==> config.mk <==
export PLATFORM = sky130hd
export DESIGN_NAME = binResidue
export DESIGN_NICKNAME = d
export VERILOG_FILES = /design/src/rtl/binResiduePkg.sv /design/src/rtl/chunkScale.sv /design/src/rtl/modAdd.sv /design/src/rtl/binResidueCtrl.sv /design/src/rtl/binResidueDatapath.sv /design/src/rtl/binResidue.sv
export SDC_FILE = /design/constraint.sdc
export NUM_CORES = 1
export LEC_CHECK = 0
export ABC_CLOCK_PERIOD_IN_PS = 800
export BUFFER_PORTS_ARGS = -buffer_cell sky130_fd_sc_hd__buf_2
export CAP_MARGIN = 25
export CORE_MARGIN = 2
export CORE_UTILIZATION = 45
export DETAILED_ROUTE_END_ITERATION = 8
export SYNTH_ARGS = -nofsm -noshare
export SYNTH_HDL_FRONTEND = slang
export SYNTH_SLANG_ARGS = --single-unit
==> constraint.sdc <==
create_clock -name clk -period 0.8 [get_ports clk]
set_input_delay 0 -clock clk [delete_from_list [all_inputs] [get_ports clk]]
set_output_delay 0 -clock clk [all_outputs]
set_load 0.05 [all_outputs]
==> src/rtl/binResiduePkg.sv <==
package binResiduePkg;

  // Strobes from control to datapath
  typedef struct packed {
    logic loadResidue;
  } ctlStrobeT;

  function automatic longint modulusOf(int nBits, int kOff, bit plusMode);
    longint base;
    base = longint'(1) << nBits;
    return plusMode ? base + kOff : base - kOff;
  endfunction

  // Weight of slice idx: (2^n)^idx mod m, with 2^n replaced by its congruent value
  function automatic longint chunkWeight(int nBits, int kOff, bit plusMode, int idx);
    longint m;
    longint step;
    longint w;
    m    = modulusOf(nBits, kOff, plusMode);
    step = plusMode ? m - kOff : longint'(kOff);
    w    = 1 % m;
    for (int i = 0; i < idx; i++) begin
      w = (w * step) % m;
    end
    return w;
  endfunction

endpackage

==> src/rtl/chunkScale.sv <==
module chunkScale #(
  parameter int     N_BITS = 8,
  parameter longint MODV   = 259,
  parameter longint WEIGHT = 1
) (
  input  logic [N_BITS-1:0] chunk,
  output logic [N_BITS:0]   scaled
);
  localparam int RW = N_BITS + 1;
  localparam int PW = N_BITS + RW;
  localparam logic [PW-1:0] MODP = PW'(MODV);
  localparam logic [PW-1:0] WP   = PW'(WEIGHT);

  logic [PW-1:0] prod;
  logic [PW-1:0] acc;

  assign prod = PW'(chunk) * WP;

  // Restoring remainder against shifted copies of the constant modulus
  always_comb begin
    acc = prod;
    for (int s = N_BITS; s >= 0; s--) begin
      if (acc >= (MODP << s)) begin
        acc = acc - (MODP << s);
      end
    end
  end

  assign scaled = acc[RW-1:0];
endmodule

==> src/rtl/modAdd.sv <==
module modAdd #(
  parameter int     RW   = 9,
  parameter longint MODV = 259
) (
  input  logic [RW-1:0] a,
  input  logic [RW-1:0] b,
  output logic [RW-1:0] sum
);
  localparam logic [RW:0] MODS = (RW+1)'(MODV);

  logic [RW:0] raw;
  logic [RW:0] less;

  assign raw  = {1'b0, a} + {1'b0, b};
  assign less = raw - MODS;
  assign sum  = (raw >= MODS) ? less[RW-1:0] : raw[RW-1:0];
endmodule

==> src/rtl/binResidueCtrl.sv <==
module binResidueCtrl
  import binResiduePkg::*;
(
  input  logic      clk,
  input  logic      rstN,
  input  logic      inVld,
  output ctlStrobeT strobe,
  output logic      outVld
);
  always_comb begin
    strobe.loadResidue = inVld;
  end

  always_ff @(posedge clk or negedge rstN) begin
    if (!rstN) begin
      outVld <= 1'b0;
    end else begin
      outVld <= inVld;
    end
  end
endmodule

==> src/rtl/binResidueDatapath.sv <==
module binResidueDatapath
  import binResiduePkg::*;
#(
  parameter int N_BITS     = 8,
  parameter int K_OFF      = 3,
  parameter int NUM_CHUNKS = 4,
  parameter bit PLUS_MODE  = 1'b1
) (
  input  logic                         clk,
  input  logic                         rstN,
  input  ctlStrobeT                    strobe,
  input  logic [NUM_CHUNKS*N_BITS-1:0] inData,
  output logic [N_BITS:0]              residue
);
  localparam int     RW     = N_BITS + 1;
  localparam longint MODV   = modulusOf(N_BITS, K_OFF, PLUS_MODE);
  localparam int     LEVELS = $clog2(NUM_CHUNKS);
  localparam int     LEAVES = 1 << LEVELS;

  // Heap-ordered tree: node 0 is the root, leaves start at LEAVES-1
  logic [RW-1:0] node [2*LEAVES-1];

  genvar g;
  generate
    for (g = 0; g < LEAVES; g++) begin : gLeaf
      if (g < NUM_CHUNKS) begin : gScale
        chunkScale #(
          .N_BITS(N_BITS),
          .MODV  (MODV),
          .WEIGHT(chunkWeight(N_BITS, K_OFF, PLUS_MODE, g))
        ) uScale (
          .chunk (inData[g*N_BITS +: N_BITS]),
          .scaled(node[LEAVES-1+g])
        );
      end else begin : gPad
        assign node[LEAVES-1+g] = '0;
      end
    end

    for (g = 0; g < LEAVES-1; g++) begin : gAdd
      modAdd #(
        .RW  (RW),
        .MODV(MODV)
      ) uAdd (
        .a  (node[2*g+1]),
        .b  (node[2*g+2]),
        .sum(node[g])
      );
    end
  endgenerate

  always_ff @(posedge clk or negedge rstN) begin
    if (!rstN) begin
      residue <= '0;
    end else if (strobe.loadResidue) begin
      residue <= node[0];
    end
  end
endmodule

==> src/rtl/binResidue.sv <==
module binResidue
  import binResiduePkg::*;
#(
  parameter int N_BITS     = 8,
  parameter int K_OFF      = 3,
  parameter int NUM_CHUNKS = 4,
  parameter bit PLUS_MODE  = 1'b1
) (
  input  logic                         clk,
  input  logic                         rstN,
  input  logic                         inVld,
  input  logic [NUM_CHUNKS*N_BITS-1:0] inData,
  output logic                         outVld,
  output logic [N_BITS:0]              residue
);
  ctlStrobeT strobe;

  binResidueCtrl uCtrl (
    .clk   (clk),
    .rstN  (rstN),
    .inVld (inVld),
    .strobe(strobe),
    .outVld(outVld)
  );

  binResidueDatapath #(
    .N_BITS    (N_BITS),
    .K_OFF     (K_OFF),
    .NUM_CHUNKS(NUM_CHUNKS),
    .PLUS_MODE (PLUS_MODE)
  ) uDatapath (
    .clk    (clk),
    .rstN   (rstN),
    .strobe (strobe),
    .inData (inData),
    .residue(residue)
  );
endmodule

==> flow_metrics.tcl <==
set metrics [dict create \
    min_from "inVld" \
    grt_max_degree 13 \
    grt.overflow.total 0 \
    holdPathStages 2 \
    ys_top_cells_by_area "ha_1, xnor2_1, nor2_1" \
    ys_seq_elements 10 \
    initial_core_util 0.454 \
    grtUsageTotal 0.330 \
    hold_viol 0 \
    synth_top_area_frac 0.107 \
    cts_tree "done" \
    clock_path_buffers 2 \
    first_pass_iters 6 \
    crit_fanout 8 \
    synth_edf_count 0 \
    drt_iter0_drc 1401 \
    cts_root_buf "clkbuf_16" \
    crit_slowest_cell "fa_1" \
    cp.arrival_ns 14.94 \
    drt-total-wl_mm 47.1 \
    timing.final.ws_setup_ns -14.02 \
    clock_latency_ns 0.24 \
    drc_errors 0 \
    synth-compound-area-share 0.370 \
    postSynth.topFlopCell "dfrtp_1" \
    setup_viol 10 \
    slew_headroom 0.504 \
    cts.clk_slew.worst_paths_ns 0.04 \
    dieArea_sq_um 23800 \
    period_share 18.5 \
    core_sq_um 22400 \
    crit_required_ns 0.92 \
    synthAdderAreaFrac 0.136 \
    r2r_end "uDatapath.residue[0]" \
    detail_route.wl_per_cell_um 19.0 \
    gp_congestion 0.949 \
    io_pins 45 \
    cts_buffers 3 \
    r2r_slack_ns 0.01 \
    r2r-start "uDatapath.residue[0]" \
    hold_end "uDatapath.residue[5]" \
    grt_pass1_wl_mm 67.7 \
    clock_sinks 10 \
    yosysSeqAreaShare 0.0246 \
    synth_xor_xnor_area_share 0.120 \
    cap_violations 0 \
    multi_input_area_sq_um 11000 \
    rsz0062_at_grt "yes" \
    worst_path_most_repeated_cell "buf_4" \
    syn_inst 1423 \
    avgViaCountPerCell 6.22 \
    drive_gt1_frac 0.501 \
    start_kind "primary input" \
    status "finished, violations left" \
    fp-row-count 55 \
    worst_slew_pin_slew_ns 0.736 \
    portBuffers 44 \
    slew_violations 0 \
    muxShareOfSynthArea 0.0369 \
    pre_cts_ws_ns -14.05 \
    netlist_area_sq_um 10200 \
    syn_avg_cell_area_sq_um 7.15 \
    postRouteAntennaNets 0 \
    max_freq_ghz 0.0675 \
    synth_area_leader_cell "ha_1" \
    violations "setup timing" \
    nFillCells 1381 \
    regArea_sq_um 250 \
    num_vias 15364 \
    antenna_found_initial 1 \
    ys_async_sr_fraction 1.00 \
    area_delta_synth_final_pct 77.5 \
    reg2reg_depth 1 \
    max_stage_delay_ns 0.58 \
    hpwl_mm 30.5 \
    fp.dieH_um 154 \
    nets 2324 \
    hold_path_class "in2reg" \
    min_period_ns 14.82 \
    fin_worst_skew_ns 0 \
    synth.distinct_cells 113 \
    synth.most_common_cell "nor2_1" \
    die_w_um 154 \
    grt_pass1_vias 14484 \
    synth_warnings 0 \
    synthSimpleGateAreaFrac 0.269 \
    h-tree-depth 1 \
    crit_type "in2reg" \
    postSynthNetCount 1560 \
    synth_top_family_by_area "compound AO/OA/AOI/OAI gates" \
    synthTopCellsByCount "nor2_1, nand2_1, a21oi_1" \
    endpoint_kind "register" \
]
-- metal layers --
metal | share of wire | up-vias | global-route usage
li1 | - | 7002 | -
met1 | 0.38 | 7195 | 0.418
met2 | 0.48 | 871 | 0.601
met3 | 0.076 | 296 | 0.0261
met4 | 0.062 | 0 | 0.0908
met5 | 0 | - | 0
-- area by class of cell --
type,instances,share of cell area
tap,285,0.0197
timing repair buffer,798,0.335
sequential,10,0.0139
antenna,1,0.000139
multi-input combinational,1301,0.611
clock buffer,4,0.00492
inverter,73,0.0157
-- through the flow --
step | instance area, sq um | util | TNS [ns] | cells | hold WS (ns)
2_1_floorplan | 10600 | - | -123.61 | 1423 | -0.296
3_3_place_gp | 16000 | 0.713 | -121.34 | 2384 | -0.137
3_5_place_dp | 16000 | 0.713 | -125.60 | 2384 | -0.133
4_1_cts | 17400 | 0.774 | -115.67 | 2442 | 0.0718
5_1_grt | 18100 | 0.805 | -129.02 | 2472 | 0.109
6_report | 18100 | 0.805 | -125.25 | 2472 | 0.0950
-- registers in the layout (all words and copies together), names as in the netlist --
register,cells
uDatapath.residue,9
uCtrl.outVld,1
-- worst max-delay path by stage --
stage | startpoint | slack (ns) | endpoint
global placement | inData[27] | -13.56 | uDatapath.residue[7]
global route | inData[25] | -14.43 | uDatapath.residue[7]
CTS | inData[27] | -12.92 | uDatapath.residue[0]
detailed placement | inData[27] | -14.05 | uDatapath.residue[7]
finish | inData[25] | -14.02 | uDatapath.residue[5]
floorplan | inData[27] | -13.92 | uDatapath.residue[7]
-- worst max-delay path, delay by kind of cell --
kind / cells / cell delay (ns)
AO/OA/AOI/OAI: 24 / 5.31
AND/OR/NAND/NOR: 13 / 3.31
adder cells (fa/ha/maj): 8 / 2.80
buffers and inverters: 17 / 2.39
multiplexers: 2 / 0.66
XOR/XNOR: 3 / 0.43
-- cell families (layout without fill, tap and decap cells) --
kind of cell | after synthesis | after routing
AND/OR/NAND/NOR | 532 | 532
AO/OA/AOI/OAI | 496 | 496
XOR/XNOR | 136 | 136
buffers and inverters | 112 | 875
adder cells (fa/ha/maj) | 102 | 102
multiplexers | 35 | 35
flip-flops | 10 | 10
other | 0 | 1
-- cells in the final DEF, fill, tap and decap left out, types with 11 or more instances in the layout --
| master | n |
|---|---|
| a211oi_1 | 16 |
| a21o_1 | 21 |
| a21oi_1 | 69 |
| a21oi_2 | 22 |
| a31oi_1 | 24 |
| and2_1 | 17 |
| and3_1 | 15 |
| buf_2 | 34 |
| buf_4 | 731 |
| buf_6 | 29 |
| fa_1 | 12 |
| ha_1 | 66 |
| ha_4 | 14 |
| inv_1 | 59 |
| inv_2 | 11 |
| mux2i_1 | 17 |
| nand2_1 | 92 |
| nand2b_1 | 16 |
| nand3_1 | 52 |
| nand4_1 | 20 |
| nor2_1 | 110 |
| nor3_1 | 56 |
| nor3_4 | 11 |
| nor4_1 | 20 |
| o211ai_1 | 14 |
| o21a_1 | 25 |
| o21ai_0 | 54 |
| o21bai_1 | 19 |
| o31ai_1 | 16 |
| or3_1 | 20 |
| xnor2_1 | 69 |
| xnor2_2 | 18 |
| xor2_1 | 40 |
-- what timing repair did --
| item | 4_1_cts | 5_1_grt |
|---|---|---|
| buffers inserted | 53 | 30 |
| hold buffers | 1 | 0 |
| hold endpoints to repair | 10 | 0 |
| cloned | 0 | 0 |
| pin swaps | 95 | 76 |
| endpoints found under the setup margin | 18 | 14 |
| resized for setup | 159 | 93 |
Power is not shown: default switching activity piles up to over one toggle a cycle in this logic, so the estimate is an artifact.
